`src/rtl/selftest_pkg.sv`:
```
package selftest_pkg;

    typedef enum logic [1:0] {
        MODE_HOLD  = 2'b00,
        MODE_SHIFT = 2'b01,
        MODE_PRPG  = 2'b10,
        MODE_MISR  = 2'b11
    } mode_e;

    // Feedback masks for a left-shifting register: bit k set means
    // register bit k feeds the XOR that forms the new bit 0.
    function automatic logic [31:0] tap_mask(input int width);
        logic [31:0] m;
        case (width)
            4:       m = 32'h0000_000C;
            5:       m = 32'h0000_0014;
            6:       m = 32'h0000_0030;
            7:       m = 32'h0000_0060;
            8:       m = 32'h0000_00B8;
            9:       m = 32'h0000_0110;
            10:      m = 32'h0000_0240;
            11:      m = 32'h0000_0500;
            12:      m = 32'h0000_0829;
            13:      m = 32'h0000_100D;
            14:      m = 32'h0000_2015;
            15:      m = 32'h0000_6000;
            16:      m = 32'h0000_D008;
            default: m = 32'h0000_0000;
        endcase
        return m;
    endfunction

endpackage

```
`src/rtl/stf_feedback.sv`:
```
module stf_feedback #(
    parameter int              W    = 8,
    parameter logic [W-1:0]    TAPS = '0
) (
    input  logic [W-1:0] cur,
    output logic         fb
);
    always_comb begin
        fb = ^(cur & TAPS);
    end
endmodule

```
`src/rtl/stf_next.sv`:
```
module stf_next #(
    parameter int           W    = 8,
    parameter logic [W-1:0] SEED = 1
) (
    input  selftest_pkg::mode_e mode,
    input  logic                rst,
    input  logic                init,
    input  logic [W-1:0]        cur,
    input  logic [W-1:0]        d,
    input  logic                si,
    input  logic                fb,
    output logic [W-1:0]        nxt
);
    import selftest_pkg::*;

    logic [W-1:0] shifted_fb;
    logic [W-1:0] shifted_si;

    always_comb begin
        shifted_fb = {cur[W-2:0], fb};
        shifted_si = {cur[W-2:0], si};
    end

    always_comb begin
        if (rst) begin
            nxt = '0;
        end else if (init) begin
            nxt = SEED;
        end else begin
            unique case (mode)
                MODE_HOLD:  nxt = d;
                MODE_SHIFT: nxt = shifted_si;
                MODE_PRPG:  nxt = (cur == '0) ? SEED : shifted_fb;
                MODE_MISR:  nxt = shifted_fb ^ d;
                default:    nxt = cur;
            endcase
        end
    end
endmodule

```
`src/rtl/selftest_reg.sv`:
```
module selftest_reg #(
    parameter int               WIDTH = 8,
    parameter logic [WIDTH-1:0] SEED  = 1
) (
    input  logic             clk,
    input  logic             rst,
    input  logic [1:0]       mode,
    input  logic [WIDTH-1:0] par_in,
    input  logic             scan_in,
    input  logic             init,
    output logic [WIDTH-1:0] par_out,
    output logic             scan_out
);
    import selftest_pkg::*;

    localparam logic [31:0]      MASK32 = tap_mask(WIDTH);
    localparam logic [WIDTH-1:0] TAPS   = MASK32[WIDTH-1:0];

    mode_e            mode_sel;
    logic [WIDTH-1:0] state_q;
    logic [WIDTH-1:0] state_d;
    logic             fb_bit;

    always_comb begin
        mode_sel = mode_e'(mode);
    end

    stf_feedback #(.W(WIDTH), .TAPS(TAPS)) u_fb (
        .cur (state_q),
        .fb  (fb_bit)
    );

    stf_next #(.W(WIDTH), .SEED(SEED)) u_next (
        .mode (mode_sel),
        .rst  (rst),
        .init (init),
        .cur  (state_q),
        .d    (par_in),
        .si   (scan_in),
        .fb   (fb_bit),
        .nxt  (state_d)
    );

    // state register
    always_ff @(posedge clk) begin
        state_q <= state_d;
    end

    // outputs
    always_comb begin
        par_out  = state_q;
        scan_out = state_q[WIDTH-1];
    end
endmodule

```
`config.mk`:
```
export PLATFORM = sky130hd
export DESIGN_NAME = selftest_reg
export DESIGN_NICKNAME = d
export VERILOG_FILES = /design/src/rtl/selftest_pkg.sv /design/src/rtl/stf_feedback.sv /design/src/rtl/stf_next.sv /design/src/rtl/selftest_reg.sv
export SDC_FILE = /design/constraint.sdc
export NUM_CORES = 1
export LEC_CHECK = 0
export BUFFER_PORTS_ARGS = -buffer_cell sky130_fd_sc_hd__buf_4
export CAP_MARGIN = 5
export CORE_ASPECT_RATIO = 0.9
export CORE_MARGIN = 2
export CORE_UTILIZATION = 41
export CTS_CLUSTER_DIAMETER = 60
export DETAILED_ROUTE_END_ITERATION = 10
export HOLD_SLACK_MARGIN = 0.05
export PLACE_DENSITY = 0.73
export RECOVER_POWER = 100
export SLEW_MARGIN = 20
export SYNTH_ARGS = -nofsm -noshare
export SYNTH_HDL_FRONTEND = slang
export SYNTH_SLANG_ARGS = --single-unit
```
`constraint.sdc`:
```
create_clock -name clk -period 1.7 [get_ports clk]
set_input_delay 0.085 -clock clk [delete_from_list [all_inputs] [get_ports clk]]
set_output_delay 0.085 -clock clk [all_outputs]
set_load 0.03 [all_outputs]
```
==> results of run 1 <==
-- through the flow --
step,worst slack (ns),instance area (um^2)
after floorplan,0.01822,603.1
after global placement,0.06426,790.8
after detailed placement,0.04438,790.8
after CTS,0.02174,837.1
after global routing,-0.002597,802.0
final,0.04383,802.0
-- cells by family (layout without fill, tap and decap cells) --
group,Yosys count,after routing,synth area share (%)
adder cells (fa/ha/maj),1,1,2.105
buffers and inverters,9,35,6.316
XOR/XNOR,1,1,4.000
flip-flops,8,8,26.95
AND/OR/NAND/NOR,20,20,20.84
multiplexers,7,7,13.26
AO/OA/AOI/OAI,23,23,26.53
-- power groups by stage --
stage / clock [mW] / combinational [mW] / sequential (mW)
detailed placement: 0 / 0.149 / 0.208
CTS: 0.166 / 0.154 / 0.204
global placement: 0 / 0.147 / 0.207
global route: 0.177 / 0.160 / 0.205
finish: 0.160 / 0.146 / 0.204
floorplan: 0 / 0.0743 / 0.225
-- final timing paths --
kind         slack [ns]                     to                   from
max                0.04  par_out[0]$_SDFF_PP0_  par_out[4]$_SDFF_PP0_
min                0.14  par_out[4]$_SDFF_PP0_              par_in[4]
max reg2reg        0.04  par_out[0]$_SDFF_PP0_  par_out[4]$_SDFF_PP0_
min reg2reg        0.61  par_out[2]$_SDFF_PP0_  par_out[1]$_SDFF_PP0_
-- layout make-up --
| type | instances | area, um^2 | area share [%] |
|---|---|---|---|
| inverter | 3 | 11.26 | 1.404 |
| sequential | 8 | 167.7 | 20.90 |
| timing repair buffer | 28 | 181.4 | 22.62 |
| multi-input combinational | 52 | 396.6 | 49.45 |
| clock buffer | 4 | 26.28 | 3.276 |
| tap | 15 | 18.77 | 2.340 |
-- cell usage in the layout, fill, tap and decap left out, types with 2 or more instances in the layout --
| cell type | n |
|---|---|
| a311oi_1 | 2 |
| nand3_1 | 8 |
| dlygate4sd3_1 | 2 |
| o221ai_1 | 5 |
| clkbuf_1 | 10 |
| a21oi_1 | 8 |
| and4b_1 | 2 |
| clkbuf_4 | 3 |
| dfxtp_4 | 2 |
| mux2_1 | 2 |
| nor2_1 | 2 |
| mux2_2 | 5 |
| inv_2 | 2 |
| buf_4 | 17 |
| dfxtp_1 | 6 |
| o211ai_1 | 2 |
| o21ai_0 | 5 |
| nand2_1 | 3 |
-- per-layer routing --
metal / wire, um / vias up / GRT usage (%)
met5: 0 / - / 0
met4: 8 / 0 / 6.818
met3: 84 / 2 / 4.505
met2: 674 / 16 / 28.31
met1: 677 / 286 / 24.33
li1: - / 324 / -
-- worst max-delay path: cells and delay by family (launching register included) --
family / cells / cell delay [ns]
AOI/OAI and AO/OA: 1 / 0.13
DFF: 1 / 0.34
adders and majority gates: 1 / 0.12
buffers and inverters: 1 / 0.04
and+or+nand+nor: 2 / 0.95
-- synth_stat cells --
master	n	share of area [%]
a311oi_1	2	2.9
nand3b_1	1	1.3
mux2_1	2	3.8
nand2_1	3	1.9
nor2_1	2	1.3
inv_1	2	1.3
and4b_1	2	3.4
clkbuf_1	5	3.2
nand3_1	8	6.7
o21ai_0	5	4.2
a21oi_1	8	6.7
nor2b_1	1	1.1
o211ai_1	2	2.5
or3_1	1	1.1
dfxtp_1	8	27
a41oi_2	1	2.7
o221ai_1	5	7.4
clkinv_1	1	0.63
buf_4	1	1.3
or4_4	1	1.9
mux2_2	5	9.5
xor3_1	1	4.0
ha_1	1	2.1
or4b_4	1	2.3
-- repair_timing --
action | CTS | global route
hold buffers | 2 | 0
gates resized for setup | 0 | 2
buffers inserted | 0 | 0
endpoints found under the hold margin | 3 | 0
endpoints found under the setup margin | 0 | 1
==> impl_results.md, run 1 <==
* Sequential share of power at 40.0%
* Largest net degree at the start of global routing at 26
* Worst-Skew Late Latency at 0.26 ns
* Deepest clock path buffer count at 2
* Share of layout cells above drive strength 1 at 33.68%
* Initial antenna violation count at 0
* Core ar. at 1399 um^2
* Synth Instances at 69
* Max Fclk at 603.8 MHz
* Switching part of the total at 30.56%
* Final min period at 1.656 ns
* Post-route insts no fill at 110
* Avg Vias per Cell at 5.709
* Post-DP HPWL at 1.038 mm
* Placed Cells at 104
* Drt initial violations at 17
* Die span in x at 44.13 um
* Final WL at 1.445 mm
* Worst hold margin at 0.1427 ns
* Pint at 353.6 uW
* Period utilization at 97.42%
* Post-Syn Area at 594.3 um^2
* Leak at 0.3056 nW
* CP Launch Type: register
* Core Util, Final at 57.33%
* Clock Power Share at 31.3%
* Sequential area share after synthesis at 26.95%
* Largest register FFs at 8
* CP required at 1.89 ns
* Die footprint at 1771 um^2
* Root Buffer: clkbuf_4
* Critical path class: register to register
* Clk sinks at 8
* DRC Markers at 0
* Antenna cells at 0
* Via count at 628
* Hold WC Path Type: input pin to register
* IO Count at 23
* Worst-path fanout max at 3
* Average cell area after synthesis at 8.613 um^2
* Overall power at 509.2 uW
* Final hold vios at 0
* Drt pass-1 iters at 4
* Post-synthesis sequential element count at 8
* Relative slew slack at 75.61%
* Chip height at 40.12 um
* Total CTS buffers at 3
* Synth cell types at 24
* TritonCTS clock tree: done
* Placer Congestion at 0.7474
* Synthesized Nets at 84
* Worst Tran Pin Value at 0.3675 ns
* I/O Buffers at 22
* Initial core utilization at 42.49%
* Status: complete, no violations
* Final Skew at 0.01025 ns
* Fin Setup TNS at 0 ns
* Fillers at 134
* CP Capture Type: register
* Tot GR Track Use at 18.16%
* RSZ-0062 raised after global routing: yes
* Reg2reg path depth at 5
* Comb pwr share at 28.7%
* MaxCap Viol Count at 0
* Remaining antenna violation count at 0
* Max Slew Vio Count at 0
* CTS H-tree lvls at 1
* Peak supply drop at 0.3116 mV
* P per Cell Area at 634.8 nW/um^2
* Hold Path Depth at 4
* Global route overflow at 0
* CP peak stage delay at 0.49 ns
* Clk slew on worst S/H paths at 0.06 ns
* Yosys warnings at 0
* Area Growth Syn to Fin at 34.95%
* First-pass GRT wire length at 2.277 mm
* Site Rows at 13
* Critical path arrival at 1.84 ns
* Critical Path, Cell by Cell: inv_2, ha_1, or4b_4, or4_4, a41oi_2
* Switching pwr at 155.6 uW
* Slowest-stage cell, CP: or4_4
* Routed WL per cell at 13.14 um
* Setup Viol. Count Final at 0
* Nets at 111
* Vias in the first global route at 529
Power figures use the tool's default switching activity.
==> run 2, diff against run 1 <==
--- a/config.mk
+++ b/config.mk
@@ -7,13 +7,15 @@
 export LEC_CHECK = 0
 export BUFFER_PORTS_ARGS = -buffer_cell sky130_fd_sc_hd__buf_4
 export CAP_MARGIN = 5
+export CELL_PAD_IN_SITES_DETAIL_PLACEMENT = 1
+export CELL_PAD_IN_SITES_GLOBAL_PLACEMENT = 1
 export CORE_ASPECT_RATIO = 0.9
 export CORE_MARGIN = 2
-export CORE_UTILIZATION = 41
+export CORE_UTILIZATION = 30
 export CTS_CLUSTER_DIAMETER = 60
 export DETAILED_ROUTE_END_ITERATION = 10
 export HOLD_SLACK_MARGIN = 0.05
-export PLACE_DENSITY = 0.73
+export PLACE_DENSITY = 0.74
 export RECOVER_POWER = 100
 export SLEW_MARGIN = 20
 export SYNTH_ARGS = -nofsm -noshare
==> impl_results.md, run 2 (synthesis results as in run 1) <==
* Avg Vias per Cell at 5.445
* Design Area, Final at 804.5 um^2
* Die footprint at 2354 um^2
* Final WL at 1.700 mm
* P per Cell Area at 633.2 nW/um^2
* Critical path class: register to register
* Largest register FFs at 8
* Routed WL per cell at 14.29 um
* Most common cell after layout, fill and taps aside: buf_4
* Pre-CTS setup slack at 0.02813 ns
* Initial core utilization at 31.35%
* Drt pass-1 iters at 4
* Slowest-stage cell, CP: or4_4
* Max Slew Vio Count at 0
* Switching pwr at 157.2 uW
* Post-DP Area at 795.8 um^2
* Clock Power Share at 31.2%
* Final Skew at 0.005902 ns
* Multi-input gate area at 396.6 um^2
* Leak at 0.2963 nW
* Deepest clock path buffer count at 2
* Via count at 648
* Worst Tran Pin Value at 0.3959 ns
* CP Launch Type: register
* Peak supply drop at 0.2929 mV
* RSZ-0062 raised after global routing: yes
* Initial antenna violation count at 0
* Pint at 352.2 uW
* Nets at 110
* Comb pwr share at 28.7%
* Worst-Skew Late Latency at 0.26 ns
* Final hold vios at 0
* Die span in x at 50.92 um
* First-pass GRT wire length at 2.725 mm
* Core ar. at 1896 um^2
* Max Fclk at 600.7 MHz
* CTS H-tree lvls at 1
* Clk sinks at 8
* Drt initial violations at 5
* Fillers at 235
* Remaining antenna violation count at 0
* IO Count at 23
* Sequential cell area at 168.9 um^2
* Hold WC Path Type: input pin to register
* I/O Buffers at 22
* Setup Viol. Count Final at 0
* Overall power at 509.4 uW
* Vias in the first global route at 593
* Global route overflow at 0
* CP peak stage delay at 0.49 ns
* Critical Path, Cell by Cell: inv_2, ha_1, or4b_4, or4_4, a41oi_2
* Share of layout cells above drive strength 1 at 31.91%
* Root Buffer: clkbuf_4
* Crit-path leading delay family: simple AND/OR/NAND/NOR gates
* Antenna cells at 0
* Total CTS buffers at 3
* Commonest non-fill, non-tap cells in the layout: buf_4, clkbuf_1, nand3_1, a21oi_1
* Chip height at 46.23 um
* Site Rows at 15
* Period utilization at 97.93%
* Relative slew slack at 73.51%
* Post-DP HPWL at 1.257 mm
* Final min period at 1.665 ns
* Sequential share of power at 40.2%
* DRC Markers at 0
* Worst-path fanout max at 3
* MaxCap Viol Count at 0
* CP required at 1.88 ns
* Tot GR Track Use at 16.49%
* Placer Congestion at 0.7252
* Area Growth Syn to Fin at 35.37%
* CP Capture Type: register
* Clk slew on worst S/H paths at 0.06 ns
* Status: complete, no violations
* TritonCTS clock tree: done
* Fin worst setup slack at 0.03524 ns
* Buf/Inv on CP at 1
* Largest net degree at the start of global routing at 26
* Switching part of the total at 30.87%
* Critical path arrival at 1.84 ns
-- run 2: changes by cell type in the layout (fill, tap and decap cells not counted) --
cell	delta
buf_4	-2
clkbuf_1	+1
dfxtp_1	-1
dfxtp_2	+1
inv_1	+1
inv_2	-1
-- run 2: power by group through the flow --
stage	clock network [mW]	logic, mW	registers (mW)
5_1_grt	0.178	0.160	0.206
3_5_place_dp	0	0.152	0.209
4_1_cts	0.166	0.156	0.205
6_report	0.159	0.146	0.205
3_3_place_gp	0	0.147	0.208
2_1_floorplan	0	0.0743	0.225
-- run 2: final timing paths --
path | start | endpoint | slack, ns | depth (start not counted)
worst max-delay path | par_out[4]$_SDFF_PP0_ | par_out[0]$_SDFF_PP0_ | 0.04 | 5
worst max register to register | par_out[4]$_SDFF_PP0_ | par_out[0]$_SDFF_PP0_ | 0.04 | 5
worst min-delay path | par_in[3] | par_out[3]$_SDFF_PP0_ | 0.16 | 4
worst min register to register | par_out[2]$_SDFF_PP0_ | par_out[3]$_SDFF_PP0_ | 0.60 | 2
-- run 2: repair_timing --
item,4_1_cts,5_1_grt
setup buffers,0,0
endpoints found under the hold margin,3,0
hold buffers,2,0
gates resized for setup,0,1
setup endpoints to repair,0,1
-- run 2: per-stage QoR --
stage	setup TNS [ns]	hold WS [ns]	util (%)	cells
5_1_grt	-0.03874	0.1703	42.44	119
3_3_place_gp	0	0.2800	41.98	113
2_1_floorplan	0	0.1474	-	69
6_report	0	0.1558	42.44	119
3_5_place_dp	0	0.2844	41.98	113
4_1_cts	0	0.1495	44.42	119
-- run 2: per-layer routing --
| metal | vias up | routed length [um] | part of all wire, % | track usage, % |
|---|---|---|---|---|
| li1 | 322 | - | - | - |
| met1 | 305 | 784 | 46 | 19.18 |
| met2 | 17 | 815 | 48 | 27.79 |
| met3 | 4 | 68 | 4.0 | 5.195 |
| met4 | 0 | 31 | 1.8 | 8.108 |
| met5 | - | 0 | 0 | 0 |
-- run 2: tightest hold or removal path: stages --
cell	delay (ns)
buf_4	0.09
nand3_1	0.06
o21ai_0	0.07
a21oi_1	0.06
-- run 2: layout make-up --
cell class                      instances  area share (%)
Clock buffer                            4           3.266
Inverter                                3           1.400
Multi-Input combinational cell         52           49.30
Sequential cell                         8           21.00
Tap cell                               25           3.888
Timing Repair Buffer                   27           21.15
